**config.mk**
```make
export PLATFORM = sky130hd
export DESIGN_NAME = timer_reload_down
export DESIGN_NICKNAME = d
export VERILOG_FILES = /design/src/rtl/tmr_pkg.sv /design/src/rtl/tmr_prescale.sv /design/src/rtl/tmr_count.sv /design/src/rtl/tmr_status.sv /design/src/rtl/tmr_regfile.sv /design/src/rtl/timer_reload_down.sv
export SDC_FILE = /design/constraint.sdc
export NUM_CORES = 1
export LEC_CHECK = 0
export ABC_AREA = 1
export BUFFER_PORTS_ARGS = -buffer_cell sky130_fd_sc_hd__buf_4
export CAP_MARGIN = 30
export CORE_MARGIN = 2
export CORE_UTILIZATION = 59
export CTS_BUF_LIST = sky130_fd_sc_hd__clkbuf_4
export CTS_CLUSTER_DIAMETER = 150
export CTS_CLUSTER_SIZE = 8
export DETAILED_ROUTE_END_ITERATION = 10
export PLACE_DENSITY = 0.82
export SYNTH_ARGS = -nofsm -noshare
export SYNTH_HDL_FRONTEND = slang
export SYNTH_SLANG_ARGS = --single-unit
```
**constraint.sdc**
```tcl
create_clock -name clk -period 2 [get_ports clk]
set_input_delay 0.1 -clock clk [delete_from_list [all_inputs] [get_ports clk]]
set_output_delay 0.1 -clock clk [all_outputs]
set_load 0.01 [all_outputs]
```
**src/rtl/tmr_pkg.sv**
```systemverilog
package tmr_pkg;

  // Word index taken from byte offset bits 3:2
  typedef enum logic [1:0] {
    IDX_START  = 2'd0,
    IDX_COUNT  = 2'd1,
    IDX_CTRL   = 2'd2,
    IDX_STATUS = 2'd3
  } tmr_idx_e;

  // Control field positions, fixed by the software view
  localparam int BIT_LATCH  = 0;
  localparam int BIT_PS_LO  = 2;
  localparam int BIT_PS_HI  = 3;
  localparam int BIT_AUTO   = 6;
  localparam int BIT_RUN    = 7;
  localparam int BIT_STAT   = 8;

  typedef struct packed {
    logic       run;
    logic       auto_rl;
    logic [1:0] psel;
    logic       latch;
  } tmr_ctrl_t;

endpackage

```
**src/rtl/tmr_prescale.sv**
```systemverilog
module tmr_prescale #(
  parameter int DIV_A_LOG = 4,
  parameter int DIV_B_LOG = 8
) (
  input  logic       clk,
  input  logic       rst_n,
  input  logic       run,
  input  logic [1:0] psel,
  input  logic       restart,
  output logic       tick
);
  localparam int PW = DIV_B_LOG;
  localparam logic [PW-1:0] LIM_A = PW'((1 << DIV_A_LOG) - 1);
  localparam logic [PW-1:0] LIM_B = PW'((1 << DIV_B_LOG) - 1);

  logic [PW-1:0] phase_q;
  logic [PW-1:0] limit;

  always_comb begin
    case (psel)
      2'd0:    limit = '0;
      2'd1:    limit = LIM_A;
      default: limit = LIM_B;
    endcase
  end

  always_ff @(posedge clk) begin
    if (!rst_n) begin
      phase_q <= '0;
    end else if (!run || restart) begin
      phase_q <= '0;
    end else if (phase_q == limit) begin
      phase_q <= '0;
    end else begin
      phase_q <= phase_q + PW'(1);
    end
  end

  assign tick = run && !restart && (phase_q == limit);
endmodule

```
**src/rtl/tmr_count.sv**
```systemverilog
module tmr_count #(
  parameter int CNT_W = 23
) (
  input  logic             clk,
  input  logic             rst_n,
  input  logic             tick,
  input  logic             auto_rl,
  input  logic             ld_wr,
  input  logic [CNT_W-1:0] ld_val,
  input  logic [CNT_W-1:0] start_val,
  output logic [CNT_W-1:0] cnt,
  output logic             expire
);
  localparam logic [CNT_W-1:0] CNT_MAX = '1;

  logic at_zero;
  assign at_zero = (cnt == '0);
  assign expire  = tick && at_zero && !ld_wr;

  always_ff @(posedge clk) begin
    if (!rst_n) begin
      cnt <= '0;
    end else if (ld_wr) begin
      cnt <= ld_val;
    end else if (tick) begin
      if (at_zero) begin
        cnt <= auto_rl ? start_val : CNT_MAX;
      end else begin
        cnt <= cnt - CNT_W'(1);
      end
    end
  end
endmodule

```
**src/rtl/tmr_status.sv**
```systemverilog
module tmr_status (
  input  logic clk,
  input  logic rst_n,
  input  logic latch,
  input  logic expire,
  input  logic clr_wr,
  input  logic irq_en,
  output logic status,
  output logic irq
);
  always_ff @(posedge clk) begin
    if (!rst_n) begin
      status <= 1'b0;
    end else if (latch) begin
      status <= expire | (status & ~clr_wr);
    end else begin
      status <= expire;
    end
  end

  assign irq = status & irq_en;
endmodule

```
**src/rtl/tmr_regfile.sv**
```systemverilog
module tmr_regfile
  import tmr_pkg::*;
#(
  parameter int CNT_W  = 23,
  parameter int DATA_W = 32
) (
  input  logic              clk,
  input  logic              rst_n,
  input  logic              bus_wr,
  input  logic [3:0]        bus_addr,
  input  logic [DATA_W-1:0] bus_wdata,
  output logic [DATA_W-1:0] bus_rdata,
  input  logic [CNT_W-1:0]  cnt,
  input  logic              status,
  output tmr_ctrl_t         ctrl,
  output logic [CNT_W-1:0]  start_val,
  output logic [CNT_W-1:0]  ld_val,
  output logic              ld_wr,
  output logic              clr_wr,
  output logic              ps_restart
);
  tmr_idx_e idx;
  tmr_ctrl_t wr_ctrl;
  logic ctrl_wr;
  logic unused_bits;

  assign idx = tmr_idx_e'(bus_addr[3:2]);
  assign unused_bits = ^{bus_addr[1:0], bus_wdata};

  assign wr_ctrl.run     = bus_wdata[BIT_RUN];
  assign wr_ctrl.auto_rl = bus_wdata[BIT_AUTO];
  assign wr_ctrl.psel    = bus_wdata[BIT_PS_HI:BIT_PS_LO];
  assign wr_ctrl.latch   = bus_wdata[BIT_LATCH];

  assign ld_wr   = bus_wr && (idx == IDX_START);
  assign ctrl_wr = bus_wr && (idx == IDX_CTRL);
  assign clr_wr  = bus_wr && (idx == IDX_STATUS) && (bus_wdata == '0);
  assign ld_val  = bus_wdata[CNT_W-1:0];
  assign ps_restart = ld_wr || (ctrl_wr && (wr_ctrl.psel != ctrl.psel));

  always_ff @(posedge clk) begin
    if (!rst_n) begin
      ctrl      <= '0;
      start_val <= '0;
    end else begin
      if (ld_wr)   start_val <= ld_val;
      if (ctrl_wr) ctrl      <= wr_ctrl;
    end
  end

  always_comb begin
    bus_rdata = '0;
    case (idx)
      IDX_START, IDX_STATUS: bus_rdata = DATA_W'(start_val);
      IDX_COUNT:             bus_rdata = DATA_W'(cnt);
      default: begin
        bus_rdata[BIT_LATCH]           = ctrl.latch;
        bus_rdata[BIT_PS_HI:BIT_PS_LO] = ctrl.psel;
        bus_rdata[BIT_AUTO]            = ctrl.auto_rl;
        bus_rdata[BIT_RUN]             = ctrl.run;
        bus_rdata[BIT_STAT]            = status;
      end
    endcase
  end
endmodule

```
**src/rtl/timer_reload_down.sv**
```systemverilog
module timer_reload_down
  import tmr_pkg::*;
#(
  parameter int CNT_W     = 23,
  parameter int DATA_W    = 32,
  parameter int DIV_A_LOG = 4,
  parameter int DIV_B_LOG = 8
) (
  input  logic              clk,
  input  logic              rst_n,
  input  logic              bus_wr,
  input  logic [3:0]        bus_addr,
  input  logic [DATA_W-1:0] bus_wdata,
  output logic [DATA_W-1:0] bus_rdata,
  input  logic              irq_en,
  output logic              irq
);
  tmr_ctrl_t        ctrl;
  logic [CNT_W-1:0] start_val;
  logic [CNT_W-1:0] ld_val;
  logic [CNT_W-1:0] cnt;
  logic             ld_wr;
  logic             clr_wr;
  logic             ps_restart;
  logic             tick;
  logic             expire;
  logic             status;

  tmr_regfile #(.CNT_W(CNT_W), .DATA_W(DATA_W)) u_regs (
    .clk        (clk),
    .rst_n      (rst_n),
    .bus_wr     (bus_wr),
    .bus_addr   (bus_addr),
    .bus_wdata  (bus_wdata),
    .bus_rdata  (bus_rdata),
    .cnt        (cnt),
    .status     (status),
    .ctrl       (ctrl),
    .start_val  (start_val),
    .ld_val     (ld_val),
    .ld_wr      (ld_wr),
    .clr_wr     (clr_wr),
    .ps_restart (ps_restart)
  );

  tmr_prescale #(.DIV_A_LOG(DIV_A_LOG), .DIV_B_LOG(DIV_B_LOG)) u_pre (
    .clk     (clk),
    .rst_n   (rst_n),
    .run     (ctrl.run),
    .psel    (ctrl.psel),
    .restart (ps_restart),
    .tick    (tick)
  );

  tmr_count #(.CNT_W(CNT_W)) u_cnt (
    .clk       (clk),
    .rst_n     (rst_n),
    .tick      (tick),
    .auto_rl   (ctrl.auto_rl),
    .ld_wr     (ld_wr),
    .ld_val    (ld_val),
    .start_val (start_val),
    .cnt       (cnt),
    .expire    (expire)
  );

  tmr_status u_stat (
    .clk    (clk),
    .rst_n  (rst_n),
    .latch  (ctrl.latch),
    .expire (expire),
    .clr_wr (clr_wr),
    .irq_en (irq_en),
    .status (status),
    .irq    (irq)
  );
endmodule

```
==> qor.yml <==
worst_setup_path:
  crit_path_top_delay_cell: "dfxtp_1"
  crit_type: "flop to flop"
  crit_family: "simple AND/OR/NAND/NOR gates"
  crit_required_ps: 2360
  crit_path_frequent_cell: "nor2_1"
  cpPeakStageDelay_ps: 390
  cp-end-kind: "flop"
  worstPathCellList: "nor2_2 > nand2_1 > nor2_4 > nand3_4 > clkinv_2 > o21ai_0 > a21oi_1 > nor2_1 > nor2_1"
  critPathArrivalTime_ps: 2150
  cp_num_buf_inv: 1
  startpoint_type: "flop"
  crit_path_max_fanout: 13
sta:
  worst_slack_ps: 205
  holdWs_ps: -2.01
  fin_setup_tns_ps: 0
  max_slew_margin_pct: 53.6
  finalSetupViolCount: 0
  skew_ps: 20.4
  post-route-period-util_pct: 89.8
  hold_viol: 1
  period_needed_ps: 1800
  slew_viol_final: 0
  rsz0062_at_grt: "no"
  max_freq_mhz: 557
  tightest_slew_ps: 696
yosys:
  yosysUniqueCellTypes: 41
  syn_area_um2: 4280
  ys_seq_area_share_pct: 28.1
  synth-xor-area-share_pct: 1.23
  synth_edf_count: 0
  synth_top_cell_area_share_pct: 28.1
  synth.area.top_cells: "dfxtp_1 28%, nand2_1 18%, nor2_1 8.9%"
  synth_largest_area_cell: "dfxtp_1"
  synthAdderAreaFrac_pct: 2.34
  synth.avg_cell_area_um2: 6.11
  synth_top_family_by_area: "simple AND/OR/NAND/NOR gates"
  synth_simple_gate_area_share_pct: 44.5
  yosysMostFrequentCell: "nand2_1"
  synth_commonest_cells: "208 x nand2_1, 101 x nor2_1, 69 x inv_1"
  syn-instance-count: 700
  synthMuxAreaShare_pct: 0
  async_reset_ff_share_pct: 0
  synth_compound_area_share_pct: 12.7
  yosys_register_bits: 60
  yosys_warnings: 0
  ys.flop_type: "dfxtp_1"
finish:
  finalCoreUtilization_pct: 71.3
  drive_above_1_share_pct: 17.3
  antenna_cells: 0
  area_growth_pct: 19.0
  num-nets-final: 828
power:
  power.leakage_nw: 2.42
  p_per_area_nw_per_um2: 672
  ir_drop_v: 0.000350
cts:
  clock_path_buffers: 2
  cts_setup_buffers: 0
  clock_sinks: 60
  cts_buffers: 9
  cts_htree_levels: 3
  clkLatencyLatePin_ps: 420
  cts_root_buf: "clkbuf_4"
  cts.clk_slew.worst_paths_ps: 110
  cts_tree: "done"
route:
  viasPerCell: 5.53
  avgRoutedWirePerCell_um: 14.9
  first_iter_violations: 478
  drc_errors: 0
  dr.pass1.iters: 6
  ant_nets: 0
  drt_wl_total_mm: 13.2
  num_vias: 4884
status:
  violations: "negative hold slack"
  status: "finished with violations"
grt:
  antenna_found_initial: 0
  grt_pass1_wl_mm: 20.7
  grt_max_degree: 46
  overflow: 0
  track_usage_pct: 34.1
  grt_pass1_vias: 4262
die:
  ios: 73
  die_area_um2: 7940
  core-area_um2: 7140
  die_y_um: 89.1
  die_w_um: 89.1
  num_rows: 31
  start_util_pct: 59.9
placed_design:
  place_ws_ps: 142
  place_hpwl_mm: 9.71
  gp_congestion: 0.988
  io_buffers: 61
run:
  max_cap_viol_count: 0
hold_path:
  hp-class: "input pin to flop"
-- worst paths after layout --
kind                       start                  end  slack [ps]  cells after the start
max                u_cnt.cnt[20]        u_cnt.cnt[19]         200                      9
min                 bus_wdata[7]       u_regs.ctrl[4]          -2                      3
max reg2reg        u_cnt.cnt[20]        u_cnt.cnt[19]         200                      9
min reg2reg  u_regs.start_val[6]  u_regs.start_val[6]         470                      2
-- cells by family (layout without fill, tap and decap cells) --
| family | count (synthesis) | after routing |
|---|---|---|
| buffers and inverters | 107 | 183 |
| adders and majority gates | 8 | 8 |
| other | 1 | 9 |
| and+or+nand+nor | 413 | 413 |
| AOI/OAI and AO/OA | 105 | 105 |
| xor gates and xnor gates | 6 | 6 |
| DFF | 60 | 60 |
-- cell type report --
cell class	instances	area, um^2
flip-flops and latches	60	1200
fillers	675	2050
repair buffers	95	753
well taps	99	124
clock buffers	10	75.1
multi-input cells	541	2640
clock inverters	5	20.0
inverters	73	278
-- flip-flops by register name, indices dropped and copies added, names as in the netlist --
signal,flops
u_regs.ctrl,5
u_regs.start_val,23
u_stat.status,1
u_pre.phase_q,8
u_cnt.cnt,23
-- layer usage --
layer,vias to the layer above,part of all wire (%),wire (um),global-route usage (%)
li1,2369,-,-,-
met1,2215,41,5360,46.7
met2,267,46,6070,53.6
met3,33,11,1410,6.56
met4,0,2.7,353,12.3
met5,-,0,0,0
-- report_power, final --
| part | internal, mW | switching (mW) | total (mW) | leakage [nW] |
|---|---|---|---|---|
| Clock | 0.245 | 0.460 | 0.705 | 0.0562 |
| Combinational | 0.500 | 0.891 | 1.39 | 1.88 |
| Sequential | 1.25 | 0.0685 | 1.32 | 0.488 |
-- timing repair --
action | 4_1_cts | 5_1_grt
hold buffers | 11 | 0
resized for setup | 0 | 1
hold endpoints to repair | 12 | 0
setup endpoints to repair | 0 | 1
-- worst min-delay path: cells and delay by family --
family | cells | cell delay (ps)
compound gates | 2 | 190
buf+inv | 1 | 100
-- cell usage in the layout (no fill, tap or decap), types with 2 or more instances in the layout --
cell type / n
a22oi_1: 4
nor2_2: 9
nor2_1: 101
nand3b_1: 5
ha_1: 8
nand2_1: 207
nand2_2: 9
xnor2_1: 2
dlygate4sd3_1: 11
clkbuf_4: 10
o21ai_0: 19
conb_1: 9
nand3_1: 36
nor3_1: 3
clkinv_1: 5
nand4_1: 18
nor2_8: 3
nand3_2: 3
nor2_4: 6
inv_1: 69
buf_4: 83
o22ai_1: 2
nor4_1: 3
a21oi_1: 60
nor3b_1: 2
clkinv_2: 2
or2_2: 2
xor2_1: 4
nand2_4: 3
o21ai_1: 18
dfxtp_1: 60
-- metrics by stage --
step,area [um^2],power (mW),std cells
final,5090,3.42,883
after global routing,5090,3.61,883
after CTS,5080,3.38,883
after detailed placement,4880,2.68,857
after global placement,4880,2.65,857
after floorplan,4310,2.30,708
No activity file was read; power rests on OpenSTA's default activity.
